<file path="config.mk">
export PLATFORM = sky130hd
export DESIGN_NAME = tsn_pool_alloc
export DESIGN_NICKNAME = d
export VERILOG_FILES = /design/src/rtl/tsn_pkg.sv /design/src/rtl/tsn_first_one.sv /design/src/rtl/tsn_value_match.sv /design/src/rtl/tsn_popcount.sv /design/src/rtl/tsn_pool_alloc.sv
export SDC_FILE = /design/constraint.sdc
export NUM_CORES = 1
export LEC_CHECK = 0
export BUFFER_PORTS_ARGS = -buffer_cell sky130_fd_sc_hd__buf_4
export CAP_MARGIN = 40
export CORE_AREA = 2 2 114 61
export CTS_CLUSTER_DIAMETER = 150
export CTS_CLUSTER_SIZE = 20
export DETAILED_ROUTE_END_ITERATION = 8
export DIE_AREA = 0 0 116 63
export PLACE_DENSITY = 0.75
export REMOVE_ABC_BUFFERS = 1
export SYNTH_ARGS = -nofsm -noshare
export SYNTH_HDL_FRONTEND = slang
export SYNTH_SLANG_ARGS = --single-unit
</file>
<file path="constraint.sdc">
create_clock -name clk -period 10.7 [get_ports clk]
set_input_delay 2.14 -clock clk [delete_from_list [all_inputs] [get_ports clk]]
set_output_delay 2.14 -clock clk [all_outputs]
set_load 0.005 [all_outputs]
</file>
<file path="src/rtl/tsn_pkg.sv">
package tsn_pkg;

  // Value held by pool slot idx; half is the slot count of the first group.
  function automatic int tsn_slot_value(int idx, int half);
    int j;
    if (idx < half) begin
      return 32'h04 + 8 * (idx / 2) + (idx % 2);
    end
    j = idx - half;
    return 32'h88 + 16 * (j / 2) + (j % 2);
  endfunction

endpackage

</file>
<file path="src/rtl/tsn_first_one.sv">
module tsn_first_one #(
  parameter int N  = 28,
  parameter int IW = (N > 1) ? $clog2(N) : 1
) (
  input  logic [N-1:0]  req,
  output logic [N-1:0]  oh,
  output logic [IW-1:0] idx,
  output logic          found
);
  always_comb begin
    oh    = '0;
    idx   = '0;
    found = 1'b0;
    for (int i = N - 1; i >= 0; i--) begin
      if (req[i]) begin
        oh    = '0;
        oh[i] = 1'b1;
        idx   = IW'(i);
        found = 1'b1;
      end
    end
  end
endmodule

</file>
<file path="src/rtl/tsn_value_match.sv">
module tsn_value_match #(
  parameter int N = 28,
  parameter int W = 8
) (
  input  logic [N-1:0][W-1:0] pool,
  input  logic [W-1:0]        key,
  output logic [N-1:0]        hit_oh,
  output logic                any_hit
);
  localparam int IW = (N > 1) ? $clog2(N) : 1;

  logic [N-1:0]  eq;
  logic [IW-1:0] unused_idx;

  for (genvar g = 0; g < N; g++) begin : g_cmp
    assign eq[g] = (pool[g] == key);
  end

  tsn_first_one #(.N(N), .IW(IW)) u_first (
    .req   (eq),
    .oh    (hit_oh),
    .idx   (unused_idx),
    .found (any_hit)
  );
endmodule

</file>
<file path="src/rtl/tsn_popcount.sv">
module tsn_popcount #(
  parameter int N  = 28,
  parameter int CW = $clog2(N + 1)
) (
  input  logic [N-1:0]  bits,
  output logic [CW-1:0] count
);
  always_comb begin
    count = '0;
    for (int i = 0; i < N; i++) begin
      count = count + CW'(bits[i]);
    end
  end
endmodule

</file>
<file path="src/rtl/tsn_pool_alloc.sv">
module tsn_pool_alloc #(
  parameter int N_ENTRIES = 28,
  parameter int NUM_W     = 8,
  parameter int CNT_W     = $clog2(N_ENTRIES + 1)
) (
  input  logic             clk,
  input  logic             rst,
  input  logic             alloc_req,
  input  logic             rel_req,
  input  logic [NUM_W-1:0] rel_num,
  output logic             grant_vld,
  output logic [NUM_W-1:0] grant_num,
  output logic             busy,
  output logic [CNT_W-1:0] free_cnt
);
  localparam int IW   = (N_ENTRIES > 1) ? $clog2(N_ENTRIES) : 1;
  localparam int HALF = N_ENTRIES / 2;

  // Constant pool contents
  logic [N_ENTRIES-1:0][NUM_W-1:0] pool_val;
  for (genvar g = 0; g < N_ENTRIES; g++) begin : g_pool
    assign pool_val[g] = NUM_W'(tsn_pkg::tsn_slot_value(g, HALF));
  end

  logic [N_ENTRIES-1:0] free_q, free_mid, free_d;
  logic [N_ENTRIES-1:0] hit_oh, pick_oh;
  logic                 any_hit, pick_found, take;
  logic [IW-1:0]        pick_idx;
  logic [CNT_W-1:0]     cnt_d;

  // Release lookup by value
  tsn_value_match #(.N(N_ENTRIES), .W(NUM_W)) u_match (
    .pool    (pool_val),
    .key     (rel_num),
    .hit_oh  (hit_oh),
    .any_hit (any_hit)
  );

  // Release applies before allocation in the same cycle
  always_comb begin
    free_mid = free_q;
    if (rel_req && any_hit) begin
      free_mid = free_q | hit_oh;
    end
  end

  tsn_first_one #(.N(N_ENTRIES), .IW(IW)) u_pick (
    .req   (free_mid),
    .oh    (pick_oh),
    .idx   (pick_idx),
    .found (pick_found)
  );

  assign take = alloc_req && pick_found;

  always_comb begin
    free_d = free_mid;
    if (take) begin
      free_d = free_mid & ~pick_oh;
    end
  end

  tsn_popcount #(.N(N_ENTRIES), .CW(CNT_W)) u_count (
    .bits  (free_d),
    .count (cnt_d)
  );

  always_ff @(posedge clk) begin
    if (rst) begin
      free_q    <= '1;
      grant_vld <= 1'b0;
      grant_num <= '0;
      busy      <= 1'b0;
      free_cnt  <= CNT_W'(N_ENTRIES);
    end else begin
      free_q    <= free_d;
      grant_vld <= take;
      busy      <= alloc_req && !pick_found;
      free_cnt  <= cnt_d;
      if (take) begin
        grant_num <= pool_val[pick_idx];
      end
    end
  end
endmodule

</file>
### After elaboration in Yosys (flattened, before gate mapping)

Memory sizes are Yosys's and may differ from the RTL's. A register that Yosys moved wholly into a read port is not among the register bits.
Index checks and enable logic that the tools add are counted.

| word-level totals | value |
|---|---|
| output and inout bits | 15 |
| ROM bits | 256 |
| register bits | 35 |
| word-level logic and storage cells | 209 |
| input bits | 12 |
| memories kept | 1 |

| cells by class | value |
|---|---|
| multiplexer cells | 142 |
| add/subtract/negate cells | 27 |
| reduce and logical (&&, ||, !) cells | 4 |
| equality and inequality tests | 28 |
| bitwise logic cells | 3 |

Memories:

| memory | words | bits a word | rd ports | clocked after memory_dff | wr ports | line | text |
|---|---|---|---|---|---|---|---|
| (name not given) | 32 | 8 | 1 | 1 | 0 | tsn_pool_alloc.sv:81 | `grant_num <= pool_val[pick_idx];` |

Operators by type and width:

| cell | number |
|---|---|
| 28-bit two-way mux | 58 |
| 5-bit two-way mux | 28 |
| 5-bit by 1-bit adder with 5-bit output | 26 |
| 8-bit == test, first input constant | 14 |
| 1-bit two-way mux | 56 |
| 6-bit by 8-bit == test with 1-bit output, first input constant | 6 |
| 5-bit by 8-bit == test with 1-bit output, first input constant | 4 |
| 28-bit AND | 1 |
| 28-bit inverter | 1 |
| 28-bit OR | 1 |
| 3-bit by 8-bit == test with 1-bit output, first input constant | 2 |
| 4-bit by 8-bit == test with 1-bit output, first input constant | 2 |
| 1-bit logical AND | 3 |
| 1-bit by 1-bit adder with 2-bit output | 1 |
| 1-bit zero test | 1 |

### Depth between registers and ports, before layout

| depth | value |
|---|---|
| word-level depth | 89 |
| depth in mapped cells | 25 |
| depth with buffers taken out | 23 |

### Hierarchy

From an unflattened synthesis, not the netlist that was laid out.

| second synthesis, totals | value |
|---|---|
| cell total of the unflattened synthesis | 802 |
| area total of the unflattened synthesis | 6835.3 µm² |

Modules (own cells, without submodules):

| module | area each (µm²) | times used | cells an instance | seq. area each (µm²) |
|---|---|---|---|---|
| tsn_value_match | 2712.6 | 1 | 332 | 0.0 |
| tsn_pool_alloc | 2097.0 | 1 | 209 | 840.8 |
| tsn_first_one | 665.6 | 2 | 96 | 0.0 |
| tsn_popcount | 694.4 | 1 | 69 | 0.0 |

### Worst setup path after synthesis

No wires, ideal clock.

| path | value |
|---|---|
| path type | in2reg |
| start | input rel_num[6] |
| end | register free_cnt[4] |
| setup slack | 2.418 ns |
| stages | 24 |
| data required time | 10.573 ns |
| path buffers | 1 |
| arrival | 8.155 ns |
| setup time | 0.127 ns |
| cell sequence | buf_2 > or3b_1 > a211oi_4 > a311o_4 > or4_4 > nor2b_4 > and4_1 > nor2_1 > fa_1 > inv_1 > fa_1 > fa_1 > fa_1 > fa_1 > inv_1 > fa_1 > fa_1 > inv_1 > fa_1 > inv_1 > a21o_1 > a21oi_1 > xor2_1 > nand2_1 |

| between the ends | value |
|---|---|
| elaborated cells on any way between the ends | 174 |
| classes of those cells | add/sub: 27; eq/ne: 28; mux: 114; bitwise: 3; reduce/logical: 2 |

RTL lines:

| item | line | text |
|---|---|---|
| from (decl) | tsn_pool_alloc.sv:10 | `input logic [NUM_W-1:0] rel_num,` |
| 8-bit == test | tsn_value_match.sv:16 | `assign eq[g] = (pool[g] == key);` |
| 28-bit two-way mux or 1-bit two-way mux (tied branches) (28 in series) | tsn_first_one.sv:15 | `if (req[i]) begin` |
| 28-bit OR or 1-bit logical AND (tied branches) | tsn_pool_alloc.sv:43, tsn_pool_alloc.sv:42 |  |
| 28-bit two-way mux (*) | tsn_pool_alloc.sv:42 | `if (rel_req && any_hit) begin` |
| 1-bit two-way mux or 28-bit two-way mux (tied branches) (27 in series) | tsn_first_one.sv:15 |  |
| 1-bit two-way mux or 28-bit inverter (tied branches) | tsn_first_one.sv:15, tsn_pool_alloc.sv:59 |  |
| 1-bit logical AND or 28-bit AND (tied branches) | tsn_pool_alloc.sv:54, tsn_pool_alloc.sv:59 |  |
| 28-bit two-way mux (*) | tsn_pool_alloc.sv:58 | `if (take) begin` |
| net free_d[22] | tsn_pool_alloc.sv:25 | `logic [N_ENTRIES-1:0] free_q, free_mid, free_d;` |
| 5-bit by 1-bit adder with 5-bit output (*) (6 in series) | tsn_popcount.sv:11 | `count = count + CW'(bits[i]);` |
| to (signal assigned) | tsn_pool_alloc.sv:74 | `free_cnt <= CNT_W'(N_ENTRIES);` |
| to (signal assigned) | tsn_pool_alloc.sv:79 | `free_cnt <= cnt_d;` |
| to (decl) | tsn_pool_alloc.sv:14 | `output logic [CNT_W-1:0] free_cnt` |

Mark *: on every way through the listed nets, which the timed path passes. The rest lies on a longest branch.
A chain may end at the register's enable or synchronous reset.

### Worst setup path after layout

| path | value |
|---|---|
| start | input rel_num[5] |
| end | register free_cnt[4] |

| between the ends | value |
|---|---|
| elaborated cells on any way between the ends | 174 |
| classes of those cells | add/sub: 27; eq/ne: 28; mux: 114; bitwise: 3; reduce/logical: 2 |

RTL lines:

| item | line |
|---|---|
| 8-bit == test | tsn_value_match.sv:16 |
| 28-bit two-way mux or 1-bit two-way mux (tied branches) (28 in series) | tsn_first_one.sv:15 |
| 28-bit OR or 1-bit logical AND (tied branches) | tsn_pool_alloc.sv:43, tsn_pool_alloc.sv:42 |
| 28-bit two-way mux (*) | tsn_pool_alloc.sv:42 |
| 1-bit two-way mux or 28-bit two-way mux (tied branches) (27 in series) | tsn_first_one.sv:15 |
| 1-bit two-way mux or 28-bit inverter (tied branches) | tsn_first_one.sv:15, tsn_pool_alloc.sv:59 |
| 1-bit logical AND or 28-bit AND (tied branches) | tsn_pool_alloc.sv:54, tsn_pool_alloc.sv:59 |
| 28-bit two-way mux (*) | tsn_pool_alloc.sv:58 |
| net free_d[6] | tsn_pool_alloc.sv:25 |
| 5-bit by 1-bit adder with 5-bit output (*) (22 in series) | tsn_popcount.sv:11 |

Marks and branches as above.

==> run metrics <==
status=completed; hold-fix buffers at CTS=0; DRC=0; Tmin final=8.72 ns; Yosys warning count=0; Setup TNS=0 ns; CP max-delay cell=nor4bb_2; cts repair resizes=0; final-report hold violation count=0; first-pass GRT wire length=15400 um; Req. time, crit path=10.84 ns; worst setup margin=1.98 ns; Clock Latency Late Sink=0.28 ns; DP Worst Slack=1.78 ns; simple-gate portion of the synthesized area=0.247; Synth Instances=374; Core Box Area=6360 um2; initial antenna violation count=0; Final Util=0.588; slowest stage delay, CP=0.68 ns; RSZ-0062 raised after global routing=no; Seq/Total Area, Yosys=0.248; maximum clock rate=115 MHz; register bit count reported by yosys=42; Final GP Congestion=1.08; # diodes=0; row count=21; worst hold path class=flip-flop to flip-flop; Worst Path Max Fanout=12; startpoint type of the worst setup path=input pin; All-Layer GR Usage=0.279; ys async rst share=0; H-tree depth=2; CTS root buffer=clkbuf_16; die width=116 um; Post-CTS Setup Bufs=0; largest family of logic cells by synthesized area=compound AO/OA/AOI/OAI gates; Least-Margin Pin Slew=0.943 ns; Starting Density=0.532; nets@finish=431; Final period util=0.815; CTS Sinks=42; 1st-iter DRT viols=519; kind of critical path=input pin to flip-flop; CTS tree=built; Synth Area in XOR/XNOR=0.0104; leakage power=1.47 nW; # setup viols final=0; Via Count=3121; Pwr Density=101 nW/um2; Slew headroom=0.367; routed vias/inst=6.49; CP arrival=8.85 ns; compound-gate portion of the synthesized area=0.269; pin count of the biggest net entering global routing=27; Final ANT Viol Nets=0; adder-cell area share of the yosys netlist=0.159; mux cell area share after synthesis=0.00296; vias in the first global route=2820; TritonCTS Buffers=5; I/O Buffers=25; num ports=27; WL final=9640 um; Post-synth EDFFs=0; Worst VDD drop=63.3 uV; Clock Skews=0.00381 ns; P&R area growth vs syn=10.5%; Die Ht=63 um; die footprint=7310 um2; max-cap viol count=0; post-synth cell types=82; fin. max-slew vios=0; clock tree buffer depth=2; layout cells sized above 1=0.170; CP Capture Type=flip-flop; DR WL/cell=20.0 um; worst-path cell chain=buf_4 -> nor4bb_2 -> a311oi_2 -> and4b_4 -> and4_4 -> a21boi_2 -> a31oi_1 -> fa_1 -> fa_1 -> inv_1 -> fa_1 -> fa_1 -> fa_1 -> inv_1 -> fa_1 -> fa_1 -> inv_1 -> fa_1 -> inv_1 -> a21o_1 -> a21oi_1 -> xor2_1 -> nand2_1; gr ovfl total=0; Mean Syn Cell Area=9.05 um2; CP most frequent cell=fa_1; drt first pass iters=5; DPL Wire Length=7630 um; top_reg_cell synth=dfxtp_1; overall power=0.377 mW; clock slew at reported path FFs=0.06 ns; post-synthesis cell area=3380 um2
-- critical path, delay by kind of cell --
family | cells | cell delay [ns]
compound gates | 5 | 1.28
buf+inv | 5 | 0.42
xor+xnor | 1 | 0.16
fa+ha+maj | 8 | 3.59
simple gates | 4 | 1.27
-- layout by cell type, fill, tap and decap left out, types with 3 or more instances in the layout --
master / Yosys / layout
a21o_1: 10 / 10
a21oi_1: 22 / 22
a311oi_1: 6 / 6
a31o_2: 7 / 7
a31oi_1: 25 / 25
a41oi_1: 3 / 3
and2_1: 8 / 8
and3_1: 5 / 5
and4b_1: 3 / 3
buf_4: 4 / 27
clkbuf_16: 0 / 5
dfxtp_1: 42 / 42
fa_1: 20 / 20
ha_1: 11 / 11
inv_1: 27 / 27
nand2_1: 29 / 29
nand2b_1: 3 / 3
nand3_1: 4 / 4
nor2_1: 20 / 20
nor2b_1: 4 / 4
nor3_1: 3 / 3
nor4_1: 5 / 5
o21ai_0: 11 / 11
or2_1: 9 / 9
or2_2: 3 / 3
xor2_1: 3 / 3
-- flip-flops by register name, indices dropped and copies added, names as in the netlist --
register / flops
free_q: 28
grant_num: 7
free_cnt: 5
busy: 1
grant_vld: 1
-- where the power goes --
part	switching, mW	internal, mW
Clock	0.0628	0.0866
Sequential	0.00210	0.162
Combinational	0.0360	0.0277
-- cell families after synthesis --
family | Yosys count
mux | 1
fa+ha+maj | 31
flops | 42
xor+xnor | 4
compound gates | 118
buf+inv | 48
simple gates | 129
other cells | 1
-- routing by layer --
layer  track usage  vias up  part of all wire
met2         0.337      227              0.35
met3        0.0912       14              0.15
met1         0.466     1460              0.49
met5             0        -                 0
met4        0.0417        0            0.0075
li1              -     1420                 -
-- stage by stage --
stage                     hold WS (ns)  instances  instance area (um2)
final                            0.468        481                 3740
after global routing             0.488        481                 3740
after CTS                        0.468        481                 3740
after detailed placement         0.460        473                 3600
after global placement           0.445        473                 3600
after floorplan                  0.442        354                 3280
-- layout make-up --
class	count	area, um2
well taps	92	115
repair buffers	27	203
flip-flops and latches	42	841
inverters	28	105
clock inverters	2	13.8
clock buffers	6	129
multi-input cells	284	2330
fillers	576	2620
-- synth_stat cells (all sizes together) (4+ instances only) --
| master | instances | share of area |
|---|---|---|
| a21o | 10 | 0.022 |
| a21oi | 23 | 0.035 |
| a311oi | 7 | 0.020 |
| a31o | 7 | 0.018 |
| a31oi | 26 | 0.050 |
| and2 | 9 | 0.017 |
| and3 | 5 | 0.0092 |
| and4b | 5 | 0.017 |
| buf | 12 | 0.022 |
| clkbuf | 8 | 0.0092 |
| dfxtp | 42 | 0.25 |
| fa | 20 | 0.12 |
| ha | 11 | 0.041 |
| inv | 28 | 0.031 |
| nand2 | 30 | 0.034 |
| nand3 | 4 | 0.0059 |
| nor2 | 20 | 0.022 |
| nor2b | 5 | 0.011 |
| nor4 | 6 | 0.016 |
| nor4b | 4 | 0.021 |
| o21ai | 12 | 0.018 |
| o41ai | 4 | 0.015 |
| or2 | 12 | 0.022 |
-- final timing paths --
kind / startpoint / to / slack [ns] / cells past startpoint
hold / removal: grant_num[7] / grant_num[7] / 0.47 / 2
hold reg to reg: grant_num[7] / grant_num[7] / 0.47 / 2
setup reg to reg: free_q[5] / free_cnt[4] / 3.90 / 23
setup / recovery: rel_num[5] / free_cnt[4] / 1.98 / 23
Note: power is estimated with default switching activity, not from simulation.
